===== config.mk =====
export PLATFORM = sky130hd
export DESIGN_NAME = wsBusCtrl
export DESIGN_NICKNAME = d
export VERILOG_FILES = /design/src/rtl/wsBusPkg.sv /design/src/rtl/wsBusCtl.sv /design/src/rtl/wsBusDp.sv /design/src/rtl/wsBusCtrl.sv
export SDC_FILE = /design/constraint.sdc
export NUM_CORES = 1
export LEC_CHECK = 0
export BUFFER_PORTS_ARGS = -buffer_cell sky130_fd_sc_hd__buf_2
export CORE_AREA = 2 2 72 74
export CTS_CLUSTER_DIAMETER = 80
export DETAILED_ROUTE_END_ITERATION = 12
export DIE_AREA = 0 0 74 76
export PLACE_DENSITY = 0.77
export RECOVER_POWER = 25
export SYNTH_ARGS = -nofsm -noshare
export SYNTH_HDL_FRONTEND = slang
export SYNTH_SLANG_ARGS = --single-unit

===== constraint.sdc =====
create_clock -name clk -period 1.5 [get_ports clk]
set_input_delay 0.075 -clock clk [delete_from_list [all_inputs] [get_ports clk]]
set_output_delay 0.075 -clock clk [all_outputs]
set_load 0.05 [all_outputs]

===== src/rtl/wsBusPkg.sv =====
`timescale 1ns/1ps
package wsBusPkg;
  localparam int PH_W = 2;
  localparam int MC_CLKS = 1 << PH_W;

  typedef struct packed {
    logic load;     // accept request at microcycle boundary
    logic finish;   // last clock of final microcycle
    logic stbSet;   // final microcycle decided, raise strobe next
    logic stbClr;   // phase-2 first clock ends, drop strobe
    logic phi1D;    // next value of phase-1 output
    logic phi2D;    // next value of phase-2 output
  } busStrb_t;
endpackage


===== src/rtl/wsBusCtl.sv =====
`timescale 1ns/1ps
module wsBusCtl
  import wsBusPkg::*;
#(
  parameter int WAIT_W = 2
) (
  input  logic              clk,
  input  logic              rstN,
  input  logic              reqValid,
  input  logic              ready,
  input  logic [WAIT_W-1:0] minWait,
  output busStrb_t          strb
);
  localparam logic [PH_W-1:0] PH_LAST = PH_W'(MC_CLKS - 1);
  localparam logic [PH_W-1:0] PH_MID  = PH_W'(MC_CLKS / 2 - 1);
  localparam logic [PH_W-1:0] PH_P2   = PH_W'(MC_CLKS / 2);

  logic [PH_W-1:0]   ph;
  logic              busy;
  logic              lastMc;
  logic [WAIT_W-1:0] mcCnt;
  logic [WAIT_W-1:0] minWaitQ;
  logic              accept;
  logic              finalNow;

  always_comb begin
    accept       = !busy && reqValid && (ph == PH_LAST);
    finalNow     = (mcCnt >= minWaitQ) && ready;
    strb.load    = accept;
    strb.finish  = busy && (ph == PH_LAST) && lastMc;
    strb.stbSet  = busy && (ph == PH_MID) && finalNow;
    strb.stbClr  = (ph == PH_P2);
    strb.phi1D   = (ph == PH_LAST) || (ph < PH_MID);
    strb.phi2D   = (ph >= PH_MID) && (ph != PH_LAST);
  end

  always_ff @(posedge clk) begin
    if (!rstN) begin
      ph       <= '0;
      busy     <= 1'b0;
      lastMc   <= 1'b0;
      mcCnt    <= '0;
      minWaitQ <= '0;
    end else begin
      ph <= ph + 1'b1;
      if (accept) begin
        busy     <= 1'b1;
        lastMc   <= 1'b0;
        mcCnt    <= '0;
        minWaitQ <= minWait;
      end else if (busy) begin
        if (ph == PH_MID) lastMc <= finalNow;
        if (ph == PH_LAST) begin
          if (lastMc) begin
            busy   <= 1'b0;
            lastMc <= 1'b0;
          end else if (mcCnt != '1) begin
            mcCnt <= mcCnt + 1'b1;
          end
        end
      end
    end
  end

  AST_START_ON_BOUNDARY: assert property (@(posedge clk) disable iff (!rstN)
    $rose(busy) |-> (ph == '0));
  AST_FINISH_AFTER_MIN: assert property (@(posedge clk) disable iff (!rstN)
    strb.finish |-> (mcCnt >= minWaitQ));
  AST_STRETCH_WHOLE_MC: assert property (@(posedge clk) disable iff (!rstN)
    $fell(busy) |-> (ph == '0));
endmodule


===== src/rtl/wsBusDp.sv =====
`timescale 1ns/1ps
module wsBusDp
  import wsBusPkg::*;
#(
  parameter int ADDR_W  = 16,
  parameter int DATA_W  = 8,
  parameter int BOOT_LO = 'hF800,
  parameter int BOOT_HI = 'hFFFF
) (
  input  logic              clk,
  input  logic              rstN,
  input  busStrb_t          strb,
  input  logic [ADDR_W-1:0] reqAddr,
  input  logic [DATA_W-1:0] reqWrData,
  input  logic              reqWrite,
  input  logic              reqVec,
  input  logic              wpIn,
  input  logic              bootWrEn,
  input  logic [DATA_W-1:0] memDin,
  output logic [ADDR_W-1:0] memAddr,
  output logic [DATA_W-1:0] memDout,
  output logic              memRdEn,
  output logic              memDoe,
  output logic              memWrStb,
  output logic              phi1,
  output logic              phi2,
  output logic [DATA_W-1:0] rdData,
  output logic              done
);
  localparam logic [ADDR_W-1:0] BOOT_LO_A = ADDR_W'(BOOT_LO);
  localparam logic [ADDR_W-1:0] BOOT_HI_A = ADDR_W'(BOOT_HI);

  logic [ADDR_W-1:0] addrQ;
  logic [DATA_W-1:0] doutQ, rdDataQ;
  logic rdEnQ, doeQ, wrStbQ, doneQ, phi1Q, phi2Q;
  logic vecQ, wpQ, bootHitQ, bootOkQ;
  logic inBoot, blocked;

  always_comb begin
    inBoot  = (reqAddr >= BOOT_LO_A) && (reqAddr <= BOOT_HI_A);
    blocked = (vecQ && wpQ) || (bootHitQ && !bootOkQ);
  end

  always_ff @(posedge clk) begin
    if (!rstN) begin
      phi1Q    <= 1'b1;
      phi2Q    <= 1'b0;
      addrQ    <= '0;
      doutQ    <= '0;
      rdDataQ  <= '0;
      rdEnQ    <= 1'b0;
      doeQ     <= 1'b0;
      wrStbQ   <= 1'b0;
      doneQ    <= 1'b0;
      vecQ     <= 1'b0;
      wpQ      <= 1'b0;
      bootHitQ <= 1'b0;
      bootOkQ  <= 1'b0;
    end else begin
      phi1Q <= strb.phi1D;
      phi2Q <= strb.phi2D;
      doneQ <= strb.finish;
      if (strb.load) begin
        addrQ    <= reqAddr;
        doutQ    <= reqWrData;
        rdEnQ    <= !reqWrite;
        doeQ     <= reqWrite;
        vecQ     <= reqVec;
        wpQ      <= wpIn;
        bootHitQ <= inBoot;
        bootOkQ  <= bootWrEn;
      end else if (strb.finish) begin
        rdEnQ <= 1'b0;
        doeQ  <= 1'b0;
      end
      if (strb.finish && rdEnQ) rdDataQ <= memDin;
      if (strb.stbSet && doeQ && !blocked) wrStbQ <= 1'b1;
      else if (strb.stbClr)                wrStbQ <= 1'b0;
    end
  end

  assign memAddr  = addrQ;
  assign memDout  = doutQ;
  assign memRdEn  = rdEnQ;
  assign memDoe   = doeQ;
  assign memWrStb = wrStbQ;
  assign phi1     = phi1Q;
  assign phi2     = phi2Q;
  assign rdData   = rdDataQ;
  assign done     = doneQ;

  AST_PHI_COMPLEMENT: assert property (@(posedge clk) disable iff (!rstN)
    phi1Q != phi2Q);
  AST_ADDR_STABLE: assert property (@(posedge clk) disable iff (!rstN)
    ((rdEnQ || doeQ) && $past(rdEnQ || doeQ)) |-> $stable(addrQ));
  AST_RD_WR_EXCL: assert property (@(posedge clk) disable iff (!rstN)
    !(rdEnQ && doeQ));
  AST_STB_ONE_CLK: assert property (@(posedge clk) disable iff (!rstN)
    wrStbQ |=> !wrStbQ);
  AST_STB_IN_WRITE: assert property (@(posedge clk) disable iff (!rstN)
    wrStbQ |-> (doeQ && phi2Q));
  AST_DONE_PULSE: assert property (@(posedge clk) disable iff (!rstN)
    doneQ |=> !doneQ);
  AST_VEC_GUARD: assert property (@(posedge clk) disable iff (!rstN)
    wrStbQ |-> !(vecQ && wpQ));
  AST_BOOT_GUARD: assert property (@(posedge clk) disable iff (!rstN)
    wrStbQ |-> !(bootHitQ && !bootOkQ));
endmodule


===== src/rtl/wsBusCtrl.sv =====
`timescale 1ns/1ps
module wsBusCtrl
  import wsBusPkg::*;
#(
  parameter int ADDR_W  = 16,
  parameter int DATA_W  = 8,
  parameter int WAIT_W  = 2,
  parameter int BOOT_LO = 'hF800,
  parameter int BOOT_HI = 'hFFFF
) (
  input  logic              clk,
  input  logic              rstN,
  input  logic              reqValid,
  input  logic              reqWrite,
  input  logic              reqVec,
  input  logic [ADDR_W-1:0] reqAddr,
  input  logic [DATA_W-1:0] reqWrData,
  input  logic [WAIT_W-1:0] minWait,
  input  logic              bootWrEn,
  input  logic              wpIn,
  input  logic              ready,
  input  logic [DATA_W-1:0] memDin,
  output logic [DATA_W-1:0] rdData,
  output logic              done,
  output logic [ADDR_W-1:0] memAddr,
  output logic [DATA_W-1:0] memDout,
  output logic              memDoe,
  output logic              memRdEn,
  output logic              memWrStb,
  output logic              phi1,
  output logic              phi2
);
  busStrb_t strb;

  wsBusCtl #(.WAIT_W(WAIT_W)) i_ctl (
    .clk(clk), .rstN(rstN), .reqValid(reqValid), .ready(ready),
    .minWait(minWait), .strb(strb)
  );

  wsBusDp #(
    .ADDR_W(ADDR_W), .DATA_W(DATA_W), .BOOT_LO(BOOT_LO), .BOOT_HI(BOOT_HI)
  ) i_dp (
    .clk(clk), .rstN(rstN), .strb(strb), .reqAddr(reqAddr),
    .reqWrData(reqWrData), .reqWrite(reqWrite), .reqVec(reqVec),
    .wpIn(wpIn), .bootWrEn(bootWrEn), .memDin(memDin),
    .memAddr(memAddr), .memDout(memDout), .memRdEn(memRdEn),
    .memDoe(memDoe), .memWrStb(memWrStb), .phi1(phi1), .phi2(phi2),
    .rdData(rdData), .done(done)
  );
endmodule


; After elaboration in Yosys (flattened, before gate mapping)
; Cells that the tools add are included.
; Widths: inputs -> output; s select.
[classes]
n_addsub = 2
n_lt_le_gt_ge = 5
eq_ne = 5
n_mux = 12
bitwise = 2
reduce_logical = 24
[op_table]
columns = op, n
row1 = $ge 16x16->1 const B, 1
row2 = $le 16x16->1 const B, 1
row3 = $logic_and 1x1->1, 14
row4 = $mux 1, 12
row5 = $add 2x1->2 const B, 2
row6 = $eq 2x2->1 const B, 2
row7 = $logic_not 1->1, 4
row8 = $ne 2x2->1 const B, 2
row9 = $reduce_and 4->1, 1
row10 = $reduce_bool 2->1, 2
row11 = $eq 2x1->1 const B, 1
row12 = $ge 2x1->1 const B, 1
row13 = $ge 2x2->1, 1
row14 = $logic_or 1x1->1, 2
row15 = $lt 2x1->1 const B, 1
row16 = $not 1->1, 2
row17 = $reduce_or 2->1, 1
[word_totals]
register_bits = 50
inputBits = 42
out_inout_bits = 38
wordCells = 68

; Depth between registers and ports, before layout
; Gate-level depths: netlist of the first run.
[logic_depth]
word_depth = 6
ltp_mapped = 6
mapped_depth_nobuf = 5

; By module
; From an unflattened synthesis of the first run, not the netlist that was laid out.
[hier_totals]
hier_cells = 191
hier_area_um2 = 2077.0
[by_module_without_submodules]
columns = module, instances, cells_per_inst, area_per_inst_um2, seq_area_each_um2
row1 = wsBusDp, 1, 147, 1626.6, 840.8
row2 = wsBusCtl, 1, 44, 450.4, 160.2

; Worst setup path before layout of the first run
; Ideal clock, no wire load.
[synth_timing]
path_kind = register to register
from = register, netlist name i_dp.phi2
to = register i_dp.rdDataQ[1] (netlist: i_dp.rdData[1])
setup_ns = 0.123
arrival_ns = 1.549
t_required_ns = 1.377
setup_slack_ns = -0.172
stages_incl_launch_ff = 6
n_path_buf = 1
period_less_slack_ns = 1.672
path_cell_list = dfxtp_1 -> ha_1 -> nand4_2 -> buf_2 -> nand3_1 -> o21ai_0
[synth_lines]
columns = item, line
row1 = end signal: assignment, wsBusDp.sv:76  ; if (strb.finish && rdEnQ) rdDataQ <= memDin;
row2 = end: declaration, wsBusDp.sv:34  ; logic [DATA_W-1:0] doutQ, rdDataQ;

; Final worst setup path of the first run
[layout_timing]
from = register i_ctl.mcCnt[0]
to = register i_dp.wrStbQ (netlist: i_dp.memWrStb)
[layout_between]
elab_chain_cells = 6
word_cells_on_any_way = 7
classes_between = order compare (1) / mux (1) / reduce/logical (5)
[layout_lines]
columns = item, line
row1 = start: declaration, wsBusCtl.sv:21  ; logic [WAIT_W-1:0] mcCnt;
row2 = start signal: assignment, wsBusCtl.sv:58  ; mcCnt <= mcCnt + 1'b1;
row3 = $ge 2x2->1 (*), wsBusCtl.sv:28  ; finalNow = (mcCnt >= minWaitQ) && ready;
row4 = $logic_and 1x1->1 (*), wsBusCtl.sv:28
row5 = $logic_and 1x1->1 (*), wsBusCtl.sv:31  ; strb.stbSet = busy && (ph == PH_MID) && finalNow;
row6 = $logic_and 1x1->1 (*) (2 in series), wsBusDp.sv:77  ; if (strb.stbSet && doeQ && !blocked) wrStbQ <= 1'b1;
row7 = $mux 1 or $reduce_bool 2->1 (tied branches), -
row8 = end signal: assignment, wsBusDp.sv:53  ; wrStbQ <= 1'b0;
row9 = end signal: assignment, wsBusDp.sv:77
row10 = end signal: assignment, wsBusDp.sv:78  ; else if (strb.stbClr) wrStbQ <= 1'b0;
row11 = end: declaration, wsBusDp.sv:35  ; logic rdEnQ, doeQ, wrStbQ, doneQ, phi1Q, phi2Q;
; Every way passes the cells marked *; elsewhere a longest branch is shown, timed or not.
; A chain may end at the register's enable or synchronous reset.

==> results of run 1 <==
==> layout make-up <==
cell class                      instances  area (um^2)  share of cell area
Tap cell                               70         87.6              0.0352
Sequential cell                        49          983               0.395
Timing Repair Buffer                   92          497               0.199
Clock buffer                            6         72.6              0.0291
Clock inverter                          2         15.0             0.00603
Multi-Input combinational cell        154          810               0.325
Inverter                                7         26.3              0.0105
==> layout by cell type, fill, tap and decap left out, types with 6 or more instances in the layout <==
cell           count
buf_4              6
nor2_1             6
clkbuf_1          20
nand2_1           73
nand3_1            9
dlygate4sd3_1      6
buf_2             60
inv_1              6
a21oi_1           32
dfxtp_1           47
==> power by group through the flow <==
stage               Sequential, mW  Combinational, mW  Clock (mW)
global route                  1.35              0.279       0.836
detailed placement            1.37              0.246           0
finish                        1.34              0.255       0.754
CTS                           1.34              0.259       0.789
global placement              1.37              0.241           0
floorplan                     1.44             0.0834           0
==> logic make-up after synthesis <==
logic type / Yosys count
muxes: 1
adders and majority gates: 6
and+or+nand+nor: 100
buffers and inverters: 21
DFF: 49
xor gates and xnor gates: 1
AOI/OAI and AO/OA: 46
==> worst register-to-register path: cells and delay by family, from the launching register on <==
family	cells	cell delay [ns]
simple gates	1	0.39
flops	1	0.33
fa+ha+maj	1	0.27
compound gates	2	0.24
buf+inv	1	0.04
==> routing by layer <==
| metal | vias to the layer above | GRT usage | routed length (um) | share of wire |
|---|---|---|---|---|
| li1 | 908 | - | - | - |
| met1 | 797 | 0.198 | 1810 | 0.43 |
| met2 | 43 | 0.268 | 2170 | 0.51 |
| met3 | 4 | 0.0437 | 213 | 0.050 |
| met4 | 0 | 0.0455 | 34 | 0.0080 |
| met5 | - | 0 | 0 | 0 |
==> worst paths after layout <==
path / from / to / slack (ns) / cells past startpoint
max: i_ctl.mcCnt[0]$_SDFFE_PP0P_ / i_dp.memWrStb$_SDFFE_PN0P_ / 0.12 / 5
min: minWait[0] / i_ctl.minWaitQ[0]$_SDFFE_PN0P_ / 0.01 / 3
max reg2reg: i_ctl.mcCnt[0]$_SDFFE_PP0P_ / i_dp.memWrStb$_SDFFE_PN0P_ / 0.12 / 5
min reg2reg: i_dp.memAddr[13]$_SDFFE_PN0P_ / i_dp.memAddr[13]$_SDFFE_PN0P_ / 0.46 / 2
==> metrics by stage <==
step           hold WS (ns)  utilization  cell area, um^2  power [mW]  cells
6_report            0.00966        0.507             2490        2.35    380
3_5_place_dp          0.292        0.476             2340        1.62    366
3_3_place_gp          0.284        0.476             2340        1.61    366
4_1_cts            0.000525        0.506             2480        2.39    380
2_1_floorplan         0.168            -             1880        1.52    224
5_1_grt             0.00199        0.507             2490        2.46    380
==> state kept, by name, indices dropped and copies added, names as in the netlist <==
register and cells:
i_ctl.lastMc 1, i_dp.memRdEn 1, i_ctl.busy 1, i_ctl.ph 1
i_dp.rdData 8, i_dp.wpQ 1, i_ctl.minWaitQ 2, i_dp.bootOkQ 1
i_dp.memWrStb 1, i_dp.phi2 1, i_dp.memDout 8, i_dp.memDoe 1
i_dp.vecQ 1, i_ctl.mcCnt 2, i_dp.done 1, i_dp.memAddr 16
i_dp.bootHitQ 1, i_dp.phi1 1
==> repair_timing <==
action                     4_1_cts  5_1_grt
setup endpoints to repair        0       35
resized for setup                0        6
hold buffers                     6        0
hold endpoints to repair         6        0
==> impl_metrics.env, run 1 <==
export IMPL_vias=1752
export IMPL_start_kind="register"
export IMPL_drv_slew=0
export IMPL_coreArea_mm2=0.00491
export IMPL_skew_ns=0.00697
export IMPL_worst_path_max_fanout=2
export IMPL_crit_buf_inv=1
export IMPL_grt_pass1_vias=1643
export IMPL_finalSetupTns_ns=0
export IMPL_num_antenna_cells=0
export IMPL_p_leak_nw=1.03
export IMPL_io_pins=80
export IMPL_yosysSeqAreaShare=0.523
export IMPL_yosysUniqueCellTypes=31
export IMPL_grt_first_pass_wirelength_um=7180
export IMPL_power_switching_share=0.256
export IMPL_dp_hpwl_um=3080
export IMPL_avgSynthCellArea_um2=8.37
export IMPL_syn_nets=272
export IMPL_worst_slew_pin_slew_ns=0.604
export IMPL_grt_overflow_total=0
export IMPL_switchingPower_mw=0.604
export IMPL_cts_sinks=49
export IMPL_cts_tree="built"
export IMPL_clockBufferDepth=2
export IMPL_final_setup_viol_count=0
export IMPL_grt_use_total=0.160
export IMPL_dpl_worst_slack_ns=0.0574
export IMPL_yosysMostFrequentCell="nand2_1"
export IMPL_synth_top_cell_area_share=0.523
export IMPL_period_needed_ns=1.38
export IMPL_area_growth_pct=32.8
export IMPL_yosys_area_share_adder=0.0400
export IMPL_peakVddDrop_uv=629
export IMPL_via_per_inst=4.61
export IMPL_synthSimpleGateAreaFrac=0.235
export IMPL_final_hold_viol_count=0
export IMPL_crit_family="simple AND/OR/NAND/NOR gates"
export IMPL_numPortBuffers=79
export IMPL_gp_congestion=0.748
export IMPL_clkLatencyLatePin_ns=0.29
export IMPL_hold_class="in2reg"
export IMPL_fmax_ghz=0.724
export IMPL_ys_warn_count=0
export IMPL_synth_xor_xnor_area_share=0.00467
export IMPL_postSynth_asyncResetShare=0
export IMPL_finalNetCount=357
export IMPL_cts_max_level=2
export IMPL_path_class="reg2reg"
export IMPL_fp_dieW_um=74
export IMPL_rows=26
export IMPL_path_clk_slew_ns=0.09
export IMPL_n_fill_cell=486
export IMPL_status="finished, final reports clean"
export IMPL_finalCritPeriodShare=0.921
export IMPL_cts_root_buf="clkbuf_8"
export IMPL_cts_buffers=5
export IMPL_internal_power_mw=1.75
export IMPL_drt_wl_total_um=4220
export IMPL_antenna_found_initial=0
export IMPL_synth_common_cells="73 x nand2_1, 49 x dfxtp_1, 32 x a21oi_1"
export IMPL_pwr_share_seq=0.571
export IMPL_rsz0062_at_grt="no"
export IMPL_floorplan_initialDensity=0.382
export IMPL_syn_area_mm2=0.00188
export IMPL_clkPwrFrac=0.321
export IMPL_ant_nets=0
export IMPL_ys_flop_type="dfxtp_1"
export IMPL_synth_seq_cells=49
export IMPL_worstSetupEndpointType="register"
export IMPL_die_h_um=76
export IMPL_die_area_mm2=0.00562
export IMPL_drive_above_1_share=0.268
export IMPL_synth_compound_area_share=0.131
export IMPL_slew_limit_headroom=0.599
export IMPL_synth_largest_area_cell="dfxtp_1"
export IMPL_synthMuxAreaShare=0.00534
export IMPL_worst_slack_ns=0.118
export IMPL_path_cells="inv_1, ha_1, or3b_4, o211ai_1, o31ai_1"
export IMPL_drt_iter0_drc=46
export IMPL_cts_setup_buffers=0
export IMPL_cap_viol_max_count=0
export IMPL_synth_top_family_by_area="simple AND/OR/NAND/NOR gates"
export IMPL_netlist_instances=224
export IMPL_post_drt_wl_per_cell_um=11.1
export IMPL_required_ns=1.68
export IMPL_dr_pass1_iters=4
export IMPL_yosys_top_cells_area="dfxtp_1 52%, nand2_1 15%, a21oi_1 8.5%, ha_1 4.0%, nand3_1 2.4%"
export IMPL_cpPeakStageDelay_ns=0.39
export IMPL_grt_max_degree=33
export IMPL_cpMaxStageDelayCell="or3b_4"
export IMPL_drc_errors=0
export IMPL_p_per_area_mw_per_mm2=945
export IMPL_synth_edff_count=0
export IMPL_combinationalPowerShare=0.109
export IMPL_arrival_ns=1.57
No activity file was read; power rests on OpenSTA's default activity.
==> run 2: changes to the inputs <==
CORE_AREA = 2 2 65 82   (was 2 2 72 74)
DIE_AREA = 0 0 67 84   (was 0 0 74 76)
==> run 2 against run 1 <==
  * Sequential share of layout area down 0.28 points
  * Cell count fell by 0.79%
  * Sequential power barely moved
  * Non-clock buffer count increased by 5
  * Via count rose by 1.9%
  * Register-to-register slack hardly changed
  * Critical path type unchanged
==> impl_metrics.env, run 2 (same netlist as run 1, synthesis figures left out) <==
export IMPL_coreArea_mm2=0.00493
export IMPL_final_hold_viol_count=0
export IMPL_die_h_um=84
export IMPL_final_setup_viol_count=0
export IMPL_floorplan_initialDensity=0.380
export IMPL_largest_reg_flops=16
export IMPL_path_clk_slew_ns=0.09
export IMPL_clockBufferDepth=2
export IMPL_worstSetupEndpointType="register"
export IMPL_drt_iter0_drc=62
export IMPL_cp_startpoint="i_ctl.mcCnt[0]$_SDFFE_PP0P_"
export IMPL_cts_buffers=5
export IMPL_p_leak_nw=1.05
export IMPL_antenna_found_initial=0
export IMPL_clkLatencyLatePin_ns=0.30
export IMPL_cts_root_buf="clkbuf_8"
export IMPL_grt_max_degree=23
export IMPL_cts_max_level=2
export IMPL_reg2regPathDepth=5
export IMPL_met1_usage=0.177
export IMPL_total_power_mw=2.36
export IMPL_cts_tree="built"
export IMPL_crit_family="simple AND/OR/NAND/NOR gates"
export IMPL_io_pins=80
export IMPL_finalCritPeriodShare=0.924
export IMPL_drive_above_1_share=0.263
export IMPL_finalSetupTns_ns=0
export IMPL_gp_congestion=0.759
export IMPL_fmax_ghz=0.721
export IMPL_status="finished, final reports clean"
export IMPL_path_cells="inv_1, ha_1, or3b_4, o211ai_1, a211oi_1"
export IMPL_mostFrequentLayoutCell="nand2_1"
export IMPL_peakVddDrop_uv=599
export IMPL_area_growth_pct=33.8
export IMPL_grt_first_pass_wirelength_um=7370
export IMPL_via_per_inst=4.74
export IMPL_p_per_area_mw_per_mm2=939
export IMPL_slew_limit_headroom=0.601
export IMPL_cts_setup_buffers=0
export IMPL_dr_pass1_iters=4
export IMPL_required_ns=1.69
export IMPL_dp_hpwl_um=3240
export IMPL_arrival_ns=1.57
export IMPL_cap_viol_max_count=0
export IMPL_start_kind="register"
export IMPL_crit_buf_inv=1
export IMPL_path_class="reg2reg"
export IMPL_grt_overflow_total=0
export IMPL_period_needed_ns=1.39
export IMPL_skew_ns=0.00668
export IMPL_drv_slew=0
export IMPL_drc_errors=0
export IMPL_fp_dieW_um=67
export IMPL_cts_sinks=49
export IMPL_worst_path_max_fanout=2
export IMPL_rows=29
export IMPL_grt_use_total=0.167
export IMPL_final_core_util=0.508
export IMPL_worst_slew_pin_slew_ns=0.602
export IMPL_hold_depth=3
export IMPL_grt_pass1_vias=1793
export IMPL_hold_start="memDin[4]"
export IMPL_post_drt_wl_per_cell_um=11.8
export IMPL_cp_num_cells=5
export IMPL_met2_usage=0.307
export IMPL_mostFrequentLayoutCells="73 x nand2_1, 59 x buf_2, 47 x dfxtp_1, 32 x a21oi_1, 21 x clkbuf_1"
export IMPL_r2r_start="i_ctl.mcCnt[0]$_SDFFE_PP0P_"
export IMPL_vias=1786
export IMPL_drt_wl_total_um=4460
export IMPL_die_area_mm2=0.00563
export IMPL_ant_nets=0
export IMPL_cpMaxStageDelayCell="or3b_4"
export IMPL_cpPeakStageDelay_ns=0.38
export IMPL_finalNetCount=362
export IMPL_rsz0062_at_grt="no"
export IMPL_met3_usage=0.0445
export IMPL_numPortBuffers=79
export IMPL_grt_busiest_layer="met2"
export IMPL_num_antenna_cells=0
export IMPL_hold_class="in2reg"
[run 2: repair_timing]
action,in CTS,in global routing
gates resized for setup,0,5
hold endpoints to repair,10,0
hold buffers,10,0
setup endpoints to repair,0,26
[run 2: worst paths after layout]
check / end / slack (ns)
worst min-delay path: i_dp.rdData[4]$_SDFFE_PN0P_ / 0.007
worst max register to register: i_ctl.lastMc$_SDFFE_PP0P_ / 0.11
worst max-delay path: i_ctl.lastMc$_SDFFE_PP0P_ / 0.11
worst min register to register: i_dp.rdData[4]$_SDFFE_PN0P_ / 0.46
[run 2: cell type report]
type,instances,area (um^2)
clock inverter,2,10.0
tap,62,77.6
timing repair buffer,97,543
inverter,7,26.3
clock buffer,6,72.6
sequential,49,983
fill,512,2430
multi-input combinational,154,796
[run 2: worst min-delay path, stage by stage]
cell     delay (ns)
buf_2          0.10
nand2_1        0.05
o21ai_1        0.05
[run 2: through the flow]
| stage | hold slack [ns] | instance area, um^2 | worst slack, ns | instances |
|---|---|---|---|---|
| 2_1_floorplan | 0.168 | 1880 | 0.0276 | 224 |
| 3_3_place_gp | 0.286 | 2330 | 0.0977 | 359 |
| 3_5_place_dp | 0.285 | 2330 | 0.0391 | 359 |
| 4_1_cts | 0.00102 | 2520 | 0.0331 | 377 |
| 5_1_grt | 0.00297 | 2510 | 0.0126 | 377 |
| 6_report | 0.00732 | 2510 | 0.114 | 377 |
[run 2: layer usage]
layer | part of all wire | up-vias
met5 | 0 | -
met4 | 0.013 | 0
met3 | 0.055 | 6
met2 | 0.53 | 46
met1 | 0.40 | 822
li1 | - | 912
[run 2: power by group]
group	total [mW]	internal (mW)	switching, mW
combinational	0.265	0.102	0.162
clock	0.749	0.324	0.425
sequential	1.34	1.33	0.0170
total	2.36	1.75	0.604
==> run 3: changes to the inputs <==
REMOVE_ABC_BUFFERS = 1   (was not set)
==> run 3 against run 2 <==
  * Cell count increased by 0.27%
  * Clock skew decreased by 0.00071 ns
  * Sequential power about the same
  * Clock power increased by 3.9%
  * Setup slack got worse by 0.050 ns
  * Non-clock buffer count increased by 2
  * Critical path type unchanged
==> impl_metrics.env, run 3 (same netlist as run 1, synthesis figures left out) <==
export IMPL_status="finished, final reports clean"
export IMPL_cts_root_buf="clkbuf_8"
export IMPL_num_antenna_cells=0
export IMPL_worst_path_max_fanout=2
export IMPL_post_place_cells=359
export IMPL_skew_ns=0.00597
export IMPL_drive_above_1_share=0.253
export IMPL_cts_setup_buffers=0
export IMPL_dr_pass1_iters=4
export IMPL_io_pins=80
export IMPL_r2r_slack_ns=0.06
export IMPL_cap_viol_max_count=0
export IMPL_arrival_ns=1.61
export IMPL_required_ns=1.68
export IMPL_finalCritPeriodShare=0.958
export IMPL_slew_limit_headroom=0.594
export IMPL_fp_dieW_um=67
export IMPL_grt_overflow_total=0
export IMPL_rows=29
export IMPL_drt_iter0_drc=32
export IMPL_mostFrequentLayoutCell="nand2_1"
export IMPL_vias=1767
export IMPL_cts_tree="built"
export IMPL_grt_pass1_vias=1555
export IMPL_worst_slew_pin_slew_ns=0.611
export IMPL_drc_errors=0
export IMPL_grt_use_total=0.152
export IMPL_clockBufferDepth=2
export IMPL_area_growth_pct=35.4
export IMPL_largest_reg_flops=16
export IMPL_post_drt_wl_per_cell_um=11.2
export IMPL_path_clk_slew_ns=0.08
export IMPL_dp_hpwl_um=2960
export IMPL_finalNetCount=364
export IMPL_final_setup_viol_count=0
export IMPL_peakVddDrop_uv=598
export IMPL_hold_class="in2reg"
export IMPL_cts_sinks=49
export IMPL_start_kind="register"
export IMPL_path_class="reg2reg"
export IMPL_clkLatencyLatePin_ns=0.30
export IMPL_drt_wl_total_um=4220
export IMPL_ant_nets=0
export IMPL_final_core_util=0.515
export IMPL_mostFrequentLayoutCells="73 x nand2_1, 59 x buf_2, 49 x dfxtp_1, 32 x a21oi_1, 20 x clkbuf_1"
export IMPL_via_per_inst=4.67
export IMPL_gp_congestion=0.708
export IMPL_layoutNonFillerInstCount=378
export IMPL_p_per_area_mw_per_mm2=941
export IMPL_final_hold_viol_count=0
export IMPL_grt_first_pass_wirelength_um=6620
export IMPL_hold_start="reqWrData[4]"
export IMPL_p_leak_nw=1.05
export IMPL_period_needed_ns=1.44
export IMPL_die_h_um=84
export IMPL_grt_max_degree=23
export IMPL_rsz0062_at_grt="no"
export IMPL_coreArea_mm2=0.00493
export IMPL_worstSetupEndpointType="register"
export IMPL_floorplan_initialDensity=0.380
export IMPL_r2r_start="i_ctl.mcCnt[0]$_SDFFE_PP0P_"
export IMPL_die_area_mm2=0.00563
export IMPL_fmax_ghz=0.696
export IMPL_n_fill_cell=488
export IMPL_antenna_found_initial=0
export IMPL_cp_startpoint="i_ctl.mcCnt[0]$_SDFFE_PP0P_"
export IMPL_numPortBuffers=79
export IMPL_cts_max_level=2
export IMPL_drv_slew=0
export IMPL_fin_hold_ws_ns=0.00874
export IMPL_cts_buffers=5
-- run 3: cell types whose count changed in the layout (fill, tap and decap cells not counted), sizes merged --
cell / previous run / this run
clkinv: 3 / 1
clkinvlp: 0 / 1
dlygate4sd3: 10 / 12
-- run 3: final timing paths --
| path | cells after the start | endpoint |
|---|---|---|
| setup / recovery | 5 | i_dp.memWrStb$_SDFFE_PN0P_ |
| hold / removal | 3 | i_dp.memDout[4]$_SDFFE_PN0P_ |
| setup reg to reg | 5 | i_dp.memWrStb$_SDFFE_PN0P_ |
| hold reg to reg | 2 | i_dp.memAddr[7]$_SDFFE_PN0P_ |
-- run 3: layout make-up --
| cell class | instances | area [um^2] | share of cell area |
|---|---|---|---|
| sequential | 49 | 981 | 0.386 |
| clock buffer | 6 | 82.6 | 0.0325 |
| timing repair buffer | 99 | 563 | 0.222 |
| clock inverter | 1 | 7.51 | 0.00296 |
| multi-input combinational | 154 | 802 | 0.316 |
| inverter | 7 | 26.3 | 0.0103 |
| tap | 62 | 77.6 | 0.0305 |
-- run 3: per-stage QoR --
stage          TNS [ns]  power [mW]  setup WS (ns)  instance area [um^2]
2_1_floorplan    -17.65        1.50         -0.546                  1790
3_3_place_gp          0        1.61          0.112                  2330
3_5_place_dp          0        1.62         0.0513                  2330
4_1_cts               0        2.42         0.0303                  2510
5_1_grt               0        2.50         0.0161                  2540
6_report              0        2.39         0.0635                  2540
-- run 3: timing repair --
item / 4_1_cts / 5_1_grt
setup endpoints to repair: 0 / 33
gates resized for setup: 0 / 3
hold buffers: 9 / 3
endpoints found under the hold margin: 9 / 3
-- run 3: worst max-delay path, cell delays in order, from the launching register on --
cell	delay, ns
dfxtp_1	0.34
inv_1	0.04
ha_1	0.25
or3b_2	0.45
o211ai_1	0.12
o31ai_1	0.12
-- run 3: routing by layer --
layer / vias to the layer above / global-route usage / routed length [um]
li1: 919 / - / -
met1: 784 / 0.174 / 1750
met2: 58 / 0.261 / 2150
met3: 6 / 0.0418 / 255
met4: 0 / 0.0557 / 60
met5: - / 0 / 0
-- run 3: power breakdown --
part           leakage [nW]  internal (mW)  switching (mW)  total [mW]
Sequential            0.396           1.32          0.0187        1.34
Clock                0.0433          0.365           0.413       0.778
Combinational         0.615          0.107           0.162       0.269
